$ cat src/rtl/mbm_pkg.sv
package mbm_pkg;

  typedef enum logic [2:0] {
    ST_IDLE,
    ST_LO_SET,
    ST_LO_CLR,
    ST_HI_SET,
    ST_HI_CLR,
    ST_DATA,
    ST_SEL,
    ST_STB
  } busState_t;

  typedef enum logic [1:0] {
    DSEL_ADDR_LO,
    DSEL_ADDR_HI,
    DSEL_WRITE
  } dataSel_t;

  // strobes from control to datapath
  typedef struct packed {
    logic     loadReq;
    dataSel_t dataSel;
    logic     drvData;
    logic     latLo;
    logic     latHi;
    logic     chipSel;
    logic     rdStb;
    logic     wrStb;
    logic     capture;
  } ctlStrobes_t;

endpackage

$ cat src/rtl/mbm_ctrl.sv
module mbm_ctrl
  import mbm_pkg::*;
#(
  parameter int PHASE_CYCLES   = 2,
  parameter int TIMEOUT_CYCLES = 250000
) (
  input  logic        clk,
  input  logic        rstN,
  input  logic        req,
  input  logic        reqWrite,
  input  logic        ackN,
  output ctlStrobes_t ctl,
  output logic        busy,
  output logic        done,
  output logic        timeoutErr
);

  localparam int PW = $clog2(PHASE_CYCLES + 1);
  localparam int TW = $clog2(TIMEOUT_CYCLES + 1);
  localparam logic [PW-1:0] PHASE_LAST = PW'(PHASE_CYCLES - 1);
  localparam logic [TW-1:0] MIN_LAST   = TW'(PHASE_CYCLES - 1);
  localparam logic [TW-1:0] WAIT_LAST  = TW'(TIMEOUT_CYCLES - 1);

  busState_t     state;
  logic [PW-1:0] phaseCnt;
  logic [TW-1:0] waitCnt;
  logic          isWrite;

  logic phaseEnd, minOk, ackSeen, expire, finish;

  assign phaseEnd = (phaseCnt == PHASE_LAST);
  assign minOk    = (waitCnt >= MIN_LAST);
  assign ackSeen  = ~ackN;
  assign expire   = (waitCnt == WAIT_LAST);
  assign finish   = (state == ST_STB) && minOk && (ackSeen || expire);

  always_ff @(posedge clk) begin
    if (!rstN) begin
      state      <= ST_IDLE;
      phaseCnt   <= '0;
      waitCnt    <= '0;
      isWrite    <= 1'b0;
      done       <= 1'b0;
      timeoutErr <= 1'b0;
    end else begin
      done <= 1'b0;
      case (state)
        ST_IDLE: begin
          if (req) begin
            state    <= ST_LO_SET;
            phaseCnt <= '0;
            isWrite  <= reqWrite;
          end
        end
        ST_STB: begin
          if (finish) begin
            state      <= ST_IDLE;
            done       <= 1'b1;
            timeoutErr <= ~ackSeen;
          end else begin
            waitCnt <= waitCnt + 1'b1;
          end
        end
        default: begin
          if (phaseEnd) begin
            phaseCnt <= '0;
            waitCnt  <= '0;
            case (state)
              ST_LO_SET: state <= ST_LO_CLR;
              ST_LO_CLR: state <= ST_HI_SET;
              ST_HI_SET: state <= ST_HI_CLR;
              ST_HI_CLR: state <= ST_DATA;
              ST_DATA:   state <= ST_SEL;
              default:   state <= ST_STB;
            endcase
          end else begin
            phaseCnt <= phaseCnt + 1'b1;
          end
        end
      endcase
    end
  end

  always_comb begin
    ctl         = '0;
    ctl.dataSel = DSEL_WRITE;
    ctl.loadReq = (state == ST_IDLE) && req;
    case (state)
      ST_LO_SET: begin ctl.dataSel = DSEL_ADDR_LO; ctl.drvData = 1'b1; ctl.latLo = 1'b1; end
      ST_LO_CLR: begin ctl.dataSel = DSEL_ADDR_LO; ctl.drvData = 1'b1; end
      ST_HI_SET: begin ctl.dataSel = DSEL_ADDR_HI; ctl.drvData = 1'b1; ctl.latHi = 1'b1; end
      ST_HI_CLR: begin ctl.dataSel = DSEL_ADDR_HI; ctl.drvData = 1'b1; end
      ST_DATA:   ctl.drvData = isWrite;
      ST_SEL: begin ctl.drvData = isWrite; ctl.chipSel = 1'b1; end
      ST_STB: begin
        ctl.drvData = isWrite;
        ctl.chipSel = 1'b1;
        ctl.rdStb   = ~isWrite;
        ctl.wrStb   = isWrite;
        ctl.capture = finish && ~isWrite;
      end
      default: ;
    endcase
  end

  assign busy = (state != ST_IDLE);

endmodule

$ cat src/rtl/mbm_datapath.sv
module mbm_datapath
  import mbm_pkg::*;
(
  input  logic        clk,
  input  logic        rstN,
  input  ctlStrobes_t ctl,
  input  logic [15:0] reqAddr,
  input  logic [7:0]  reqData,
  input  logic        reqTarget,
  input  logic [7:0]  padDataIn,
  output logic [7:0]  padDataOut,
  output logic        padDataOe,
  output logic        adLo,
  output logic        adHi,
  output logic [1:0]  csN,
  output logic        rdN,
  output logic        wrN,
  output logic [7:0]  rdData
);

  logic [15:0] addrQ;
  logic [7:0]  wrDataQ;
  logic        targetQ;

  always_ff @(posedge clk) begin
    if (!rstN) begin
      addrQ   <= '0;
      wrDataQ <= '0;
      targetQ <= 1'b0;
      rdData  <= '0;
    end else begin
      if (ctl.loadReq) begin
        addrQ   <= reqAddr;
        wrDataQ <= reqData;
        targetQ <= reqTarget;
      end
      if (ctl.capture) rdData <= padDataIn;
    end
  end

  always_comb begin
    case (ctl.dataSel)
      DSEL_ADDR_LO: padDataOut = addrQ[7:0];
      DSEL_ADDR_HI: padDataOut = addrQ[15:8];
      default:      padDataOut = wrDataQ;
    endcase
  end

  assign padDataOe = ctl.drvData;
  assign adLo      = ctl.latLo;
  assign adHi      = ctl.latHi;
  assign csN       = ctl.chipSel ? (targetQ ? 2'b01 : 2'b10) : 2'b11;
  assign rdN       = ~ctl.rdStb;
  assign wrN       = ~ctl.wrStb;

endmodule

$ cat src/rtl/mux_bus_master.sv
module mux_bus_master
  import mbm_pkg::*;
#(
  parameter int PHASE_CYCLES   = 2,
  parameter int TIMEOUT_CYCLES = 250000
) (
  input  logic        clk,
  input  logic        rstN,
  input  logic        req,
  input  logic        reqWrite,
  input  logic [15:0] reqAddr,
  input  logic [7:0]  reqData,
  input  logic        reqTarget,
  output logic        busy,
  output logic        done,
  output logic        timeoutErr,
  output logic [7:0]  rdData,
  output logic [7:0]  padDataOut,
  output logic        padDataOe,
  input  logic [7:0]  padDataIn,
  output logic        adLo,
  output logic        adHi,
  output logic [1:0]  csN,
  output logic        rdN,
  output logic        wrN,
  input  logic        ackN
);

  ctlStrobes_t ctl;

  mbm_ctrl #(
    .PHASE_CYCLES  (PHASE_CYCLES),
    .TIMEOUT_CYCLES(TIMEOUT_CYCLES)
  ) i_ctrl (
    .clk       (clk),
    .rstN      (rstN),
    .req       (req),
    .reqWrite  (reqWrite),
    .ackN      (ackN),
    .ctl       (ctl),
    .busy      (busy),
    .done      (done),
    .timeoutErr(timeoutErr)
  );

  mbm_datapath i_dp (
    .clk       (clk),
    .rstN      (rstN),
    .ctl       (ctl),
    .reqAddr   (reqAddr),
    .reqData   (reqData),
    .reqTarget (reqTarget),
    .padDataIn (padDataIn),
    .padDataOut(padDataOut),
    .padDataOe (padDataOe),
    .adLo      (adLo),
    .adHi      (adHi),
    .csN       (csN),
    .rdN       (rdN),
    .wrN       (wrN),
    .rdData    (rdData)
  );

endmodule

$ cat config.mk
export PLATFORM = sky130hd
export DESIGN_NAME = mux_bus_master
export DESIGN_NICKNAME = d
export VERILOG_FILES = /design/src/rtl/mbm_pkg.sv /design/src/rtl/mbm_ctrl.sv /design/src/rtl/mbm_datapath.sv /design/src/rtl/mux_bus_master.sv
export SDC_FILE = /design/constraint.sdc
export NUM_CORES = 1
export LEC_CHECK = 0
export CAP_MARGIN = 20
export CORE_MARGIN = 5
export CORE_UTILIZATION = 45
export CTS_BUF_LIST = sky130_fd_sc_hd__clkbuf_16
export CTS_CLUSTER_SIZE = 25
export DETAILED_ROUTE_END_ITERATION = 8
export GPL_TIMING_DRIVEN = 0
export PLACE_DENSITY = 0.83
export RECOVER_POWER = 25
export SLEW_MARGIN = 25
export SYNTH_ARGS = -nofsm -noshare
export SYNTH_HDL_FRONTEND = slang
export SYNTH_SLANG_ARGS = --single-unit
$ cat constraint.sdc
create_clock -name clk -period 4.4 [get_ports clk]
set_input_delay 0.88 -clock clk [delete_from_list [all_inputs] [get_ports clk]]
set_output_delay 0.88 -clock clk [all_outputs]
set_load 0.005 [all_outputs]
Word level (Yosys, flattened, before mapping)
Index checks and enable logic that the tools add are counted.
{"block": "totals", "ff_bits": 59, "word_cells": 74}
{"block": "classes", "add_sub_neg": 2, "magnitude_cmp": 1, "eq_ne": 13, "mux": 21, "n_bitwise": 6, "reduce_logical": 21}
{"op": "$mux 18", "count": 2}
{"op": "$pmux 18 s2", "count": 1}
{"op": "$add 18x1->18 const B", "count": 1}
{"op": "$eq 18x18->1 const B", "count": 1}
{"op": "$ge 18x1->1 const B", "count": 1}
{"op": "$pmux 8 s2", "count": 1}
{"op": "$pmux 3 s5", "count": 1}
{"op": "$eq 3x3->1 const B", "count": 4}
{"op": "$mux 3", "count": 4}
{"op": "$mux 2", "count": 4}
{"op": "$pmux 2 s2", "count": 2}
{"op": "$reduce_and 2->1", "count": 4}
{"op": "$eq 3x2->1 const B", "count": 2}
{"op": "$not 1->1", "count": 6}
{"op": "$pmux 3 s2", "count": 1}
{"op": "$reduce_and 3->1", "count": 2}
{"op": "$reduce_bool 3->1", "count": 2}
{"op": "$reduce_or 2->1", "count": 3}
{"op": "$eq 2x1->1 const B", "count": 2}
{"op": "$logic_and 1x1->1", "count": 4}
{"op": "$mux 1", "count": 4}
{"op": "$ne 2x2->1 const B", "count": 2}
{"op": "$reduce_or 4->1", "count": 1}
{"op": "$eq 3x1->1 const B", "count": 1}
{"op": "8 further kinds", "count": 8}

Depth between registers and ports, before layout
Gate-level depths: netlist of the first run.
{"block": "depth", "word_depth": 6, "ltp_mapped": 9}

Hierarchy
Synthesis of the first run repeated with hierarchy kept, for this count alone.
{"block": "unflattened", "hier_cells": 326, "hier_area_um2": 3045.4}
{"module": "mbm_ctrl", "n_inst": 1, "cells_each": 187, "area_each_um2": 1575.3, "seq_area_each_um2": 520.5}
{"module": "mbm_datapath", "n_inst": 1, "cells_each": 139, "area_each_um2": 1470.2, "seq_area_each_um2": 660.6}

Worst setup path after synthesis of the first run
OpenSTA, ideal clock, no wires.
{"block": "synth_timing", "path_type": "register to output", "startpoint": "register i_ctrl.state[0]", "endpoint": "output padDataOut[2]", "arrival_time_ns": 1.541, "path_slack_ns": 1.979, "path_stages_with_launch": 8, "n_path_buf": 1, "cell_sequence": "dfxtp_1 > ha_1 > inv_1 > nor2_1 > a21oi_1 > clkbuf_1 > nor2_1 > a21oi_1"}
{"block": "synth_between", "elab_chain_cells": 5}
{"element": "start: declaration", "line": "mbm_ctrl.sv:24", "text": "busState_t state;"}
{"element": "start signal: assignment", "line": "mbm_ctrl.sv:39", "text": "state <= ST_IDLE;"}
{"element": "start signal: assignment", "line": "mbm_ctrl.sv:50", "text": "state <= ST_LO_SET;"}
{"element": "start signal: assignment", "line": "mbm_ctrl.sv:57", "text": "state <= ST_IDLE;"}
{"element": "$eq 3x2->1 (tied with other cells)", "line": "mbm_ctrl.sv:88", "text": "case (state)"}
{"element": "$reduce_or 2->1 (no line)"}
{"element": "$pmux 2 s2 (*)", "line": "mbm_ctrl.sv:88"}
{"element": "$eq 2x1->1 / $logic_not 2->1 (equally long branches)", "line": "mbm_datapath.sv:42", "text": "case (ctl.dataSel)"}
{"element": "$pmux 8 s2 (*)", "line": "mbm_datapath.sv:42"}
{"element": "end: declaration", "line": "mux_bus_master.sv:18", "text": "output logic [7:0] padDataOut,"}
Mark *: on every way between the ends. The rest lies on a longest branch, timed or not.

Worst setup path in the final report of the first run
{"block": "layout_timing", "startpoint": "register i_ctrl.state[0]", "endpoint": "output padDataOut[4]"}
Same word-level chain as after synthesis.

==> impl_metrics.xml, run 1 <==
<?xml version="1.0" encoding="UTF-8"?>
<metrics>
  <group name="global_routing">
    <metric name="grt_busiest_layer" unit="">met2</metric>
    <metric name="grt_antenna_before_repair" unit="">0</metric>
    <metric name="global_route.overflow_total" unit="">0</metric>
    <metric name="first_global_vias" unit="">2663</metric>
    <metric name="grt_start_max_net_pins" unit="">11</metric>
    <metric name="met3_global_route_usage" unit="">0.0680</metric>
    <metric name="grtUsageTotal" unit="">0.196</metric>
    <metric name="wire_length_of_the_first_global_routing_pass" unit="mm">11.9</metric>
    <metric name="global_route.usage.met2" unit="">0.325</metric>
    <metric name="gr-usage-met1" unit="">0.236</metric>
  </group>
  <group name="detailed_routing">
    <metric name="antenna_left" unit="">0</metric>
    <metric name="detail_route.vias_per_cell" unit="">5.50</metric>
    <metric name="drc_errors" unit="">0</metric>
    <metric name="drt_iter0_markers" unit="">124</metric>
    <metric name="drt_first_pass_iters" unit="">4</metric>
    <metric name="vias" unit="">2788</metric>
    <metric name="routedWlPerCell" unit="um">14.7</metric>
    <metric name="drt_wl_total" unit="mm">7.44</metric>
  </group>
  <group name="synthesis">
    <metric name="synth_top_flop_cell" unit="">sky130_fd_sc_hd__dfxtp_1</metric>
    <metric name="syn-num-nets" unit="">399</metric>
    <metric name="netlist_area" unit="mm^2">0.00275</metric>
    <metric name="yosys-top-cells-area" unit="">sky130_fd_sc_hd__dfxtp_1, sky130_fd_sc_hd__nand2_1, sky130_fd_sc_hd__a21oi_1, sky130_fd_sc_hd__o21ai_0, sky130_fd_sc_hd__nor2_1</metric>
    <metric name="top_cell_type_s_share_of_synthesized_area" unit="">0.429</metric>
    <metric name="asyncSetResetFlopFracSynth" unit="">0</metric>
    <metric name="synth_seq_cells" unit="">59</metric>
    <metric name="synthesized_instance_count" unit="">354</metric>
    <metric name="post_synth.cell_area_avg" unit="um^2">7.78</metric>
    <metric name="synth-seq-area-share" unit="">0.429</metric>
    <metric name="synth.yosys.warnings" unit="">0</metric>
    <metric name="synth-edff-count" unit="">0</metric>
    <metric name="netlist-cell-type-count" unit="">43</metric>
    <metric name="most_area_hungry_cell_type_in_the_yosys_netlist" unit="">sky130_fd_sc_hd__dfxtp_1</metric>
  </group>
  <group name="floorplan">
    <metric name="fp.dieH" unit="um">88.2</metric>
    <metric name="floorplan.io_pins" unit="">64</metric>
    <metric name="design.die.area" unit="mm^2">0.00778</metric>
    <metric name="core_area" unit="mm^2">0.00592</metric>
    <metric name="rows" unit="">28</metric>
    <metric name="start_util" unit="">0.465</metric>
    <metric name="die-width" unit="um">88.2</metric>
  </group>
  <group name="timing">
    <metric name="relSlewSlack" unit="">0.520</metric>
    <metric name="post-route-period-util" unit="">0.835</metric>
    <metric name="worst_pin_slew" unit="ps">720</metric>
    <metric name="maxSlewViolCount" unit="">0</metric>
    <metric name="grt_setup_unrepaired" unit="">no</metric>
    <metric name="fin_setup_tns" unit="ps">0</metric>
    <metric name="finalHoldViolations" unit="">0</metric>
    <metric name="worst_clock_skew" unit="ps">5.58</metric>
    <metric name="achievable-frequency" unit="MHz">272</metric>
    <metric name="timing.final.setup_violations" unit="">0</metric>
    <metric name="min_tclk_post_route" unit="ps">3670</metric>
  </group>
  <group name="clock_tree">
    <metric name="max-clock-path-buffers" unit="">2</metric>
    <metric name="postCtsSetupRepairBufs" unit="">0</metric>
    <metric name="hold_buffers" unit="">0</metric>
    <metric name="insertion_delay" unit="ps">320</metric>
    <metric name="clockRootBuffer" unit="">sky130_fd_sc_hd__clkbuf_16</metric>
    <metric name="tritoncts" unit="">done</metric>
    <metric name="cts.htree.levels" unit="">3</metric>
    <metric name="worst_setup_hold_path_clk_slew" unit="ps">50</metric>
    <metric name="postCtsResizedCells" unit="">0</metric>
    <metric name="cts_inserted_buffers" unit="">9</metric>
    <metric name="numClockSinks" unit="">59</metric>
  </group>
  <group name="worst_setup_path">
    <metric name="crit_required" unit="ps">3520</metric>
    <metric name="setup.worst_path.end_class" unit="">primary output</metric>
    <metric name="start_kind" unit="">register</metric>
    <metric name="critical_path_arrival" unit="ps">2790</metric>
    <metric name="worstPathMaxFanout" unit="">10</metric>
    <metric name="critical_path_class" unit="">register to primary output</metric>
    <metric name="rrSetupSlack" unit="ps">1960</metric>
  </group>
  <group name="cells_and_area">
    <metric name="final_cell_count_no_fill" unit="">507</metric>
    <metric name="nFillCells" unit="">496</metric>
    <metric name="insertedDiodeCount" unit="">0</metric>
    <metric name="seqCellArea" unit="mm^2">0.00118</metric>
    <metric name="finalNetCount" unit="">473</metric>
    <metric name="areaGrowthSynthToFinish" unit="%">36.3</metric>
    <metric name="multi_input_area" unit="mm^2">0.00144</metric>
    <metric name="final_layout_size_suffix_gt1_frac" unit="">0.0556</metric>
  </group>
  <group name="hold_path">
    <metric name="hold_path.class" unit="">register to register</metric>
  </group>
  <group name="run">
    <metric name="max_cap_violations" unit="">0</metric>
  </group>
  <group name="power">
    <metric name="power.density_cell_area" unit="mW/mm^2">494</metric>
    <metric name="static-leakage-power" unit="nW">1.48</metric>
    <metric name="vdd_ir_drop_max" unit="mV">0.289</metric>
  </group>
  <group name="place">
    <metric name="dpl.cell_count" unit="">492</metric>
    <metric name="dpl.hpwl" unit="mm">5.38</metric>
    <metric name="io_buffer_count" unit="">63</metric>
    <metric name="routability_congestion_estimate" unit="">0.792</metric>
  </group>
  <group name="outcome">
    <metric name="run_status" unit="">completed</metric>
  </group>
</metrics>
Yosys cell counts (5+ instances only):
cell type                  count
sky130_fd_sc_hd__ha_1          7
sky130_fd_sc_hd__nand2_1      78
sky130_fd_sc_hd__o21ai_0      21
sky130_fd_sc_hd__a21oi_1      53
sky130_fd_sc_hd__dfxtp_1      59
sky130_fd_sc_hd__or3_1        10
sky130_fd_sc_hd__inv_1        11
sky130_fd_sc_hd__nand3_1      14
sky130_fd_sc_hd__mux2i_1       9
sky130_fd_sc_hd__clkbuf_1     11
sky130_fd_sc_hd__or4_1         5
sky130_fd_sc_hd__nor2_1       25
power by group:
group | switching [mW] | total [mW] | internal (mW)
logic | 0.311 | 0.576 | 0.265
clock network | 0.222 | 0.647 | 0.424
registers | 0.0376 | 0.630 | 0.593
total | 0.572 | 1.85 | 1.28
metal layers:
layer / share of wire / wire (um)
met5: 0 / 0
met4: 0.011 / 81
met3: 0.068 / 503
met2: 0.49 / 3660
met1: 0.43 / 3190
cells by family after synthesis:
kind of cell	Yosys count	share of synthesized area
AOI/OAI and AO/OA	90	0.183
xor gates and xnor gates	2	0.00636
adders and majority gates	7	0.0318
buffers and inverters	30	0.0477
DFF	59	0.429
muxes	9	0.0327
and+or+nand+nor	157	0.270
area by class of cell:
type | instances | area share
clock inverter | 6 | 0.0133
sequential | 59 | 0.315
buffer | 19 | 0.0240
clock buffer | 9 | 0.0600
tap | 75 | 0.0250
timing repair buffer | 63 | 0.168
multi-input combinational | 265 | 0.384
inverter | 11 | 0.0110
worst max-delay path, stage by stage, from the launching register on:
cell                              delay (ps)
sky130_fd_sc_hd__dfxtp_1                 330
sky130_fd_sc_hd__ha_1                    300
sky130_fd_sc_hd__inv_1                   120
sky130_fd_sc_hd__nor2_1                   60
sky130_fd_sc_hd__a21oi_1                 450
sky130_fd_sc_hd__clkbuf_1                400
sky130_fd_sc_hd__nor2_1                  110
sky130_fd_sc_hd__a21oi_1                 160
sky130_fd_sc_hd__clkdlybuf4s50_1         550
registers in the layout, summed over array words and instances (netlist names), 2 cells and up:
name	flops
i_ctrl.waitCnt	18
i_dp.rdData	8
i_dp.addrQ	16
i_dp.wrDataQ	8
i_ctrl.state	3
i_ctrl.phaseCnt	2
stage by stage:
| stage | area [um^2] | power [mW] | hold WS, ps | setup WS (ps) | utilization |
|---|---|---|---|---|---|
| 4_1_cts | 3750 | 1.86 | 447 | 733 | 0.634 |
| 5_1_grt | 3750 | 1.94 | 457 | 562 | 0.634 |
| 3_3_place_gp | 3480 | 1.19 | 441 | 1170 | 0.587 |
| 3_5_place_dp | 3480 | 1.20 | 440 | 1090 | 0.587 |
| 2_1_floorplan | 2750 | 0.956 | 436 | 1980 | - |
| 6_report | 3750 | 1.85 | 443 | 727 | 0.634 |
final timing paths:
check	startpoint	to	cells after the start
max	i_ctrl.state[0]$_SDFFE_PN0P_	padDataOut[4]	8
min	i_ctrl.timeoutErr$_SDFFE_PN0P_	i_ctrl.timeoutErr$_SDFFE_PN0P_	2
max reg2reg	i_ctrl.state[0]$_SDFFE_PN0P_	i_ctrl.waitCnt[5]$_SDFFE_PN0P_	8
min reg2reg	i_ctrl.timeoutErr$_SDFFE_PN0P_	i_ctrl.timeoutErr$_SDFFE_PN0P_	2
cell usage in the layout, fill, tap and decap left out, types with 2 or more instances in the layout:
cell type                         Yosys  final
sky130_fd_sc_hd__nand2_1             78     78
sky130_fd_sc_hd__nand3_1             14     14
sky130_fd_sc_hd__dlygate4sd3_1        0     11
sky130_fd_sc_hd__buf_2                3      3
sky130_fd_sc_hd__o211ai_1             2      2
sky130_fd_sc_hd__mux2i_1              9      9
sky130_fd_sc_hd__clkinv_1             0      2
sky130_fd_sc_hd__o21ai_0             21     21
sky130_fd_sc_hd__ha_1                 7      7
sky130_fd_sc_hd__dfxtp_1             59     59
sky130_fd_sc_hd__a21oi_1             53     53
sky130_fd_sc_hd__buf_4                2      2
sky130_fd_sc_hd__nand4_1              4      4
sky130_fd_sc_hd__clkbuf_16            0      9
sky130_fd_sc_hd__or3_1               10     10
sky130_fd_sc_hd__o31ai_1              4      4
sky130_fd_sc_hd__or4_1                5      5
sky130_fd_sc_hd__inv_1               11     13
sky130_fd_sc_hd__xor2_1               2      2
sky130_fd_sc_hd__nor4_1               4      4
sky130_fd_sc_hd__clkbuf_1            11     12
sky130_fd_sc_hd__nor2_1              25     25
sky130_fd_sc_hd__clkdlybuf4s50_1      0     52
sky130_fd_sc_hd__or2_2                3      3
sky130_fd_sc_hd__nor2b_1              3      3
No activity file was read; power rests on OpenSTA's default activity.
==> run 2: changes to the inputs <==
PLACE_DENSITY = 0.86   (was 0.83)
clock period = 3.01 ns   (was 4.4 ns; I/O delays follow)
==> impl_metrics.xml, run 2 (synthesis gave the netlist of run 1 again) <==
<?xml version="1.0" encoding="UTF-8"?>
<metrics>
  <group name="outcome">
    <metric name="run_status" unit="">completed</metric>
  </group>
  <group name="clock_tree">
    <metric name="insertion_delay" unit="ps">330</metric>
    <metric name="clockRootBuffer" unit="">sky130_fd_sc_hd__clkbuf_16</metric>
    <metric name="tritoncts" unit="">done</metric>
    <metric name="max-clock-path-buffers" unit="">2</metric>
    <metric name="numClockSinks" unit="">59</metric>
    <metric name="worst_setup_hold_path_clk_slew" unit="ps">50</metric>
    <metric name="cts.htree.levels" unit="">3</metric>
    <metric name="cts_inserted_buffers" unit="">9</metric>
  </group>
  <group name="worst_setup_path">
    <metric name="reg2reg_from" unit="">i_ctrl.state[0]$_SDFFE_PN0P_</metric>
    <metric name="start_kind" unit="">register</metric>
    <metric name="worstReg2RegEnd" unit="">i_ctrl.waitCnt[5]$_SDFFE_PN0P_</metric>
    <metric name="cp_slowest_stage_delay" unit="ps">450</metric>
    <metric name="rrSetupSlack" unit="ps">540</metric>
    <metric name="setup.worst_path.end_class" unit="">primary output</metric>
    <metric name="critical_path_class" unit="">register to primary output</metric>
    <metric name="worst-r2r-cell-count" unit="">8</metric>
    <metric name="timing.critical_path.max_delay_family" unit="">buffers and inverters</metric>
    <metric name="slowest_stage_cell_crit_path" unit="">sky130_fd_sc_hd__clkdlybuf4s50_1</metric>
    <metric name="crit_required" unit="ps">2410</metric>
    <metric name="worstPathMaxFanout" unit="">9</metric>
    <metric name="critical_path_arrival" unit="ps">2270</metric>
    <metric name="worstPathCellList" unit="">inv_1, ha_1, o21ai_0, buf_4, mux2i_1, a21oi_1, clkdlybuf4s50_1</metric>
    <metric name="timing.critical_path.buf_inv" unit="">3</metric>
  </group>
  <group name="floorplan">
    <metric name="fp.dieH" unit="um">88.2</metric>
    <metric name="floorplan.io_pins" unit="">64</metric>
    <metric name="rows" unit="">28</metric>
    <metric name="core_area" unit="mm^2">0.00592</metric>
    <metric name="die-width" unit="um">88.2</metric>
    <metric name="start_util" unit="">0.465</metric>
    <metric name="design.die.area" unit="mm^2">0.00778</metric>
  </group>
  <group name="place">
    <metric name="dpl.hpwl" unit="mm">5.22</metric>
    <metric name="dpl.cell_count" unit="">492</metric>
    <metric name="routability_congestion_estimate" unit="">0.826</metric>
    <metric name="io_buffer_count" unit="">63</metric>
  </group>
  <group name="global_routing">
    <metric name="grtUsageTotal" unit="">0.192</metric>
    <metric name="grt_antenna_before_repair" unit="">0</metric>
    <metric name="grt_start_max_net_pins" unit="">11</metric>
    <metric name="wire_length_of_the_first_global_routing_pass" unit="mm">11.5</metric>
    <metric name="global_route.overflow_total" unit="">0</metric>
    <metric name="first_global_vias" unit="">2485</metric>
  </group>
  <group name="timing">
    <metric name="fin_setup_tns" unit="ps">0</metric>
    <metric name="achievable-frequency" unit="MHz">348</metric>
    <metric name="grt_setup_unrepaired" unit="">no</metric>
    <metric name="relSlewSlack" unit="">0.606</metric>
    <metric name="maxSlewViolCount" unit="">0</metric>
    <metric name="timing.final.setup_violations" unit="">0</metric>
    <metric name="worst_clock_skew" unit="ps">6.68</metric>
    <metric name="worst_pin_slew" unit="ps">587</metric>
    <metric name="finalHoldViolations" unit="">0</metric>
    <metric name="post-route-period-util" unit="">0.953</metric>
    <metric name="min_tclk_post_route" unit="ps">2870</metric>
  </group>
  <group name="detailed_routing">
    <metric name="detail_route.vias_per_cell" unit="">5.40</metric>
    <metric name="drt_wl_total" unit="mm">7.34</metric>
    <metric name="drt_iter0_markers" unit="">173</metric>
    <metric name="vias" unit="">2750</metric>
    <metric name="drt_first_pass_iters" unit="">4</metric>
    <metric name="antenna_left" unit="">0</metric>
    <metric name="routedWlPerCell" unit="um">14.4</metric>
    <metric name="drc_errors" unit="">0</metric>
  </group>
  <group name="power">
    <metric name="seq_power_share" unit="">0.337</metric>
    <metric name="p_switching" unit="mW">0.836</metric>
    <metric name="power.switching_fraction" unit="">0.306</metric>
    <metric name="vdd_ir_drop_max" unit="mV">0.468</metric>
    <metric name="power.density_cell_area" unit="mW/mm^2">721</metric>
    <metric name="p_comb_frac" unit="">0.313</metric>
    <metric name="cellInternalPower" unit="mW">1.89</metric>
    <metric name="clock_power_share" unit="">0.350</metric>
    <metric name="static-leakage-power" unit="nW">1.49</metric>
  </group>
  <group name="cells_and_area">
    <metric name="mostFrequentLayoutCell" unit="">sky130_fd_sc_hd__nand2_1</metric>
    <metric name="finish.utilization" unit="">0.640</metric>
    <metric name="registers.top_by_ff_count" unit="">i_ctrl.waitCnt</metric>
    <metric name="final_layout_size_suffix_gt1_frac" unit="">0.0691</metric>
    <metric name="insertedDiodeCount" unit="">0</metric>
    <metric name="finalNetCount" unit="">475</metric>
    <metric name="areaGrowthSynthToFinish" unit="%">37.6</metric>
    <metric name="final_cell_count_no_fill" unit="">509</metric>
    <metric name="largest_register_ffs" unit="">18</metric>
    <metric name="biggestRegsByFlops" unit="">i_ctrl.waitCnt x18, i_dp.addrQ x16</metric>
    <metric name="layout_common_cells" unit="">sky130_fd_sc_hd__nand2_1, sky130_fd_sc_hd__dfxtp_1, sky130_fd_sc_hd__a21oi_1, sky130_fd_sc_hd__clkdlybuf4s50_1, sky130_fd_sc_hd__nor2_1</metric>
  </group>
  <group name="run">
    <metric name="max_cap_violations" unit="">0</metric>
  </group>
  <group name="hold_path">
    <metric name="hold_path.class" unit="">register to register</metric>
    <metric name="min_from" unit="">i_ctrl.timeoutErr$_SDFFE_PN0P_</metric>
    <metric name="hold_path_end" unit="">i_ctrl.timeoutErr$_SDFFE_PN0P_</metric>
    <metric name="worst_hold_path.num_cells" unit="">2</metric>
  </group>
</metrics>
==> run 2: changes by cell type in the layout (fill, tap and decap cells not counted), sizes merged <==
cell / before / now
clkbuf: 21 / 20
buf: 7 / 10
==> run 2: worst min-delay path, delay by kind of cell (launching register included) <==
family	cells	cell delay, ps
flops	1	310
compound gates	1	50
buf+inv	1	50
==> run 2: how the worst max path moves through the flow <==
| stage | slack [ps] | start | cells past startpoint | end |
|---|---|---|---|---|
| after floorplan | 870 | i_ctrl.state[0]$_SDFFE_PN0P_ | 7 | padDataOut[2] |
| after global placement | 70 | i_ctrl.state[0]$_SDFFE_PN0P_ | 8 | padDataOut[4] |
| after detailed placement | 70 | i_ctrl.state[1]$_SDFFE_PN0P_ | 8 | padDataOut[4] |
| after CTS | 60 | i_ctrl.state[0]$_SDFFE_PN0P_ | 7 | padDataOut[4] |
| after global routing | 10 | i_ctrl.state[1]$_SDFFE_PN0P_ | 7 | padDataOut[4] |
| final | 140 | i_ctrl.state[0]$_SDFFE_PN0P_ | 7 | padDataOut[5] |
==> run 2: timing repair <==
item                       in CTS  in global routing
setup endpoints to repair       8                  8
gates resized for setup         4                  7
buffers inserted                0                  2
pin swaps                       0                  1
hold buffers                    0                  0
==> run 2: metal layers <==
layer  global-route usage  vias up  share of wire
met5                    0        -              0
met4               0.0536        0          0.011
met3               0.0773        6          0.057
li1                     -     1381              -
met1                0.234     1304           0.43
met2                0.313       59           0.50
==> run 2: power by group through the flow <==
stage                     clock network [mW]  logic (mW)  registers [mW]
after floorplan                            0       0.479           0.918
after global placement                     0       0.802           0.928
after detailed placement                   0       0.817           0.932
after CTS                              0.966       0.834           0.919
after global routing                    1.01       0.945           0.927
final                                  0.956       0.854           0.920
==> run 2: final cells by class <==
| type | count | area (um^2) |
|---|---|---|
| Tap cell | 75 | 93.8 |
| Sequential cell | 59 | 1180 |
| Fill cell | 496 | 2130 |
| Clock buffer | 9 | 225 |
| Timing Repair Buffer | 65 | 646 |
| Inverter | 11 | 41.3 |
| Clock inverter | 6 | 50.0 |
| Multi-Input combinational cell | 265 | 1460 |
| Buffer | 19 | 93.8 |
==> run 2: through the flow <==
stage          hold WS [ps]  instance area (um^2)  setup WS (ps)  total power, mW
2_1_floorplan           436                  2750            867             1.40
3_3_place_gp            442                  3480           71.9             1.73
3_5_place_dp            447                  3480           71.4             1.75
4_1_cts                 454                  3770           55.3             2.72
5_1_grt                 476                  3790           13.6             2.88
6_report                448                  3790            140             2.73
==> run 3: changes to the inputs <==
CORE_UTILIZATION = 40   (was 45)
PLACE_DENSITY = 0.76   (was 0.86)
clock period = 2.99 ns   (was 3.01 ns; I/O delays follow)
==> impl_metrics.xml, run 3 (synthesis gave the netlist of run 1 again) <==
<?xml version="1.0" encoding="UTF-8"?>
<metrics>
  <group name="cells_and_area">
    <metric name="multi_input_area" unit="mm^2">0.00146</metric>
    <metric name="seqCellArea" unit="mm^2">0.00118</metric>
    <metric name="insertedDiodeCount" unit="">0</metric>
    <metric name="largest_register_ffs" unit="">18</metric>
    <metric name="areaGrowthSynthToFinish" unit="%">37.9</metric>
    <metric name="final_cell_count_no_fill" unit="">516</metric>
    <metric name="biggestRegsByFlops" unit="">i_ctrl.waitCnt x18, i_dp.addrQ x16</metric>
    <metric name="registers.top_by_ff_count" unit="">i_ctrl.waitCnt</metric>
    <metric name="layout_common_cells" unit="">sky130_fd_sc_hd__nand2_1, sky130_fd_sc_hd__dfxtp_1, sky130_fd_sc_hd__a21oi_1, sky130_fd_sc_hd__clkdlybuf4s50_1, sky130_fd_sc_hd__nor2_1</metric>
    <metric name="mostFrequentLayoutCell" unit="">sky130_fd_sc_hd__nand2_1</metric>
    <metric name="final_layout_size_suffix_gt1_frac" unit="">0.0849</metric>
    <metric name="fin_area" unit="mm^2">0.00380</metric>
    <metric name="nFillCells" unit="">639</metric>
    <metric name="finalNetCount" unit="">476</metric>
  </group>
  <group name="global_routing">
    <metric name="first_global_vias" unit="">2590</metric>
    <metric name="grtUsageTotal" unit="">0.173</metric>
    <metric name="grt_antenna_before_repair" unit="">0</metric>
    <metric name="global_route.overflow_total" unit="">0</metric>
    <metric name="wire_length_of_the_first_global_routing_pass" unit="mm">12.0</metric>
    <metric name="grt_start_max_net_pins" unit="">12</metric>
  </group>
  <group name="hold_path">
    <metric name="min_from" unit="">i_dp.rdData[1]$_SDFFE_PN0P_</metric>
    <metric name="hold_path.class" unit="">register to register</metric>
  </group>
  <group name="floorplan">
    <metric name="rows" unit="">30</metric>
    <metric name="start_util" unit="">0.408</metric>
    <metric name="fp.dieH" unit="um">93.0</metric>
    <metric name="design.die.area" unit="mm^2">0.00864</metric>
    <metric name="floorplan.io_pins" unit="">64</metric>
    <metric name="die-width" unit="um">93.0</metric>
    <metric name="core_area" unit="mm^2">0.00676</metric>
  </group>
  <group name="worst_setup_path">
    <metric name="crit_required" unit="ps">2390</metric>
    <metric name="start_kind" unit="">register</metric>
    <metric name="cp-startpoint" unit="">i_ctrl.state[0]$_SDFFE_PN0P_</metric>
    <metric name="critical_path_arrival" unit="ps">2270</metric>
    <metric name="reg2reg_from" unit="">i_ctrl.state[1]$_SDFFE_PN0P_</metric>
    <metric name="setup.worst_path.end_class" unit="">primary output</metric>
    <metric name="critical_path_class" unit="">register to primary output</metric>
    <metric name="worstPathMaxFanout" unit="">5</metric>
  </group>
  <group name="detailed_routing">
    <metric name="met1Wirelength" unit="mm">3.50</metric>
    <metric name="detail_route.vias_per_cell" unit="">5.26</metric>
    <metric name="routed-wl-met2" unit="mm">3.34</metric>
    <metric name="dr.max_layer_used" unit="">met4</metric>
    <metric name="antenna_left" unit="">0</metric>
    <metric name="drt_first_pass_iters" unit="">4</metric>
    <metric name="drt_wl_total" unit="mm">7.33</metric>
    <metric name="drc_errors" unit="">0</metric>
    <metric name="routedWlPerCell" unit="um">14.2</metric>
    <metric name="routed-wl-met3" unit="um">347</metric>
    <metric name="vias" unit="">2714</metric>
    <metric name="drt_iter0_markers" unit="">103</metric>
  </group>
  <group name="outcome">
    <metric name="run_status" unit="">completed</metric>
  </group>
  <group name="timing">
    <metric name="worst_pin_slew" unit="ps">593</metric>
    <metric name="achievable-frequency" unit="MHz">349</metric>
    <metric name="post-route-period-util" unit="">0.958</metric>
    <metric name="timing.final.setup_violations" unit="">0</metric>
    <metric name="fin_setup_tns" unit="ps">0</metric>
    <metric name="min_tclk_post_route" unit="ps">2860</metric>
    <metric name="maxSlewViolCount" unit="">0</metric>
    <metric name="relSlewSlack" unit="">0.602</metric>
    <metric name="finalHoldViolations" unit="">0</metric>
    <metric name="grt_setup_unrepaired" unit="">no</metric>
    <metric name="worst_clock_skew" unit="ps">9.84</metric>
    <metric name="setup_slack" unit="ps">126</metric>
  </group>
  <group name="clock_tree">
    <metric name="worst_setup_hold_path_clk_slew" unit="ps">50</metric>
    <metric name="insertion_delay" unit="ps">320</metric>
    <metric name="cts_inserted_buffers" unit="">9</metric>
    <metric name="clockRootBuffer" unit="">sky130_fd_sc_hd__clkbuf_16</metric>
    <metric name="tritoncts" unit="">done</metric>
    <metric name="cts.htree.levels" unit="">3</metric>
    <metric name="max-clock-path-buffers" unit="">2</metric>
    <metric name="numClockSinks" unit="">59</metric>
  </group>
  <group name="run">
    <metric name="max_cap_violations" unit="">0</metric>
  </group>
  <group name="place">
    <metric name="dpl.cell_count" unit="">497</metric>
    <metric name="routability_congestion_estimate" unit="">0.843</metric>
    <metric name="preCtsSetupSlack" unit="ps">-14.2</metric>
    <metric name="dpl.hpwl" unit="mm">5.21</metric>
    <metric name="placedInstanceArea" unit="mm^2">0.00348</metric>
    <metric name="io_buffer_count" unit="">63</metric>
  </group>
  <group name="power">
    <metric name="power.density_cell_area" unit="mW/mm^2">715</metric>
    <metric name="vdd_ir_drop_max" unit="mV">0.314</metric>
    <metric name="static-leakage-power" unit="nW">1.48</metric>
  </group>
</metrics>
[run 3: worst max-delay path, cell delays in order (launching register included)]
cell and delay [ps]:
sky130_fd_sc_hd__dfxtp_1 360, sky130_fd_sc_hd__inv_1 90, sky130_fd_sc_hd__ha_1 270, sky130_fd_sc_hd__o21ai_2 220, sky130_fd_sc_hd__buf_4 200, sky130_fd_sc_hd__mux2i_1 260
sky130_fd_sc_hd__a21oi_1 100, sky130_fd_sc_hd__clkdlybuf4s50_1 450
[run 3: repair_timing]
action / in CTS / in global routing
gates resized for setup: 5 / 5
gates cloned: 0 / 1
endpoints found under the setup margin: 8 / 5
hold endpoints to repair: 0 / 0
setup buffers: 1 / 1
hold buffers: 0 / 0
[run 3: metrics by stage]
step,total power [mW],hold slack (ps),utilization
floorplan,1.41,436,-
global placement,1.75,439,0.516
detailed placement,1.76,444,0.516
CTS,2.69,457,0.559
global route,2.87,480,0.562
finish,2.72,449,0.562
[run 3: final cells by class]
cell class	instances	share of cell area
Buffer	19	0.0257
Clock buffer	9	0.0593
Clock inverter	7	0.0122
Inverter	11	0.0109
Multi-Input combinational cell	265	0.383
Sequential cell	59	0.311
Tap cell	80	0.0264
Timing Repair Buffer	66	0.171
[run 3: layer usage]
metal  GRT usage  vias up
met4      0.0720        0
met3      0.0483       13
met5           0        -
met1       0.222     1249
li1            -     1389
met2       0.272       63
[run 3: power breakdown]
group | internal [mW] | switching (mW)
combinational | 0.426 | 0.455
sequential | 0.871 | 0.0543
clock | 0.555 | 0.355
total | 1.85 | 0.864
[run 3: worst paths after layout]
kind                                         end  slack, ps  depth (start not counted)
setup / recovery                   padDataOut[4]        130                          7
hold / removal       i_dp.rdData[1]$_SDFFE_PN0P_        450                          2
setup reg to reg  i_ctrl.waitCnt[5]$_SDFFE_PN0P_        560                          8
hold reg to reg      i_dp.rdData[1]$_SDFFE_PN0P_        450                          2
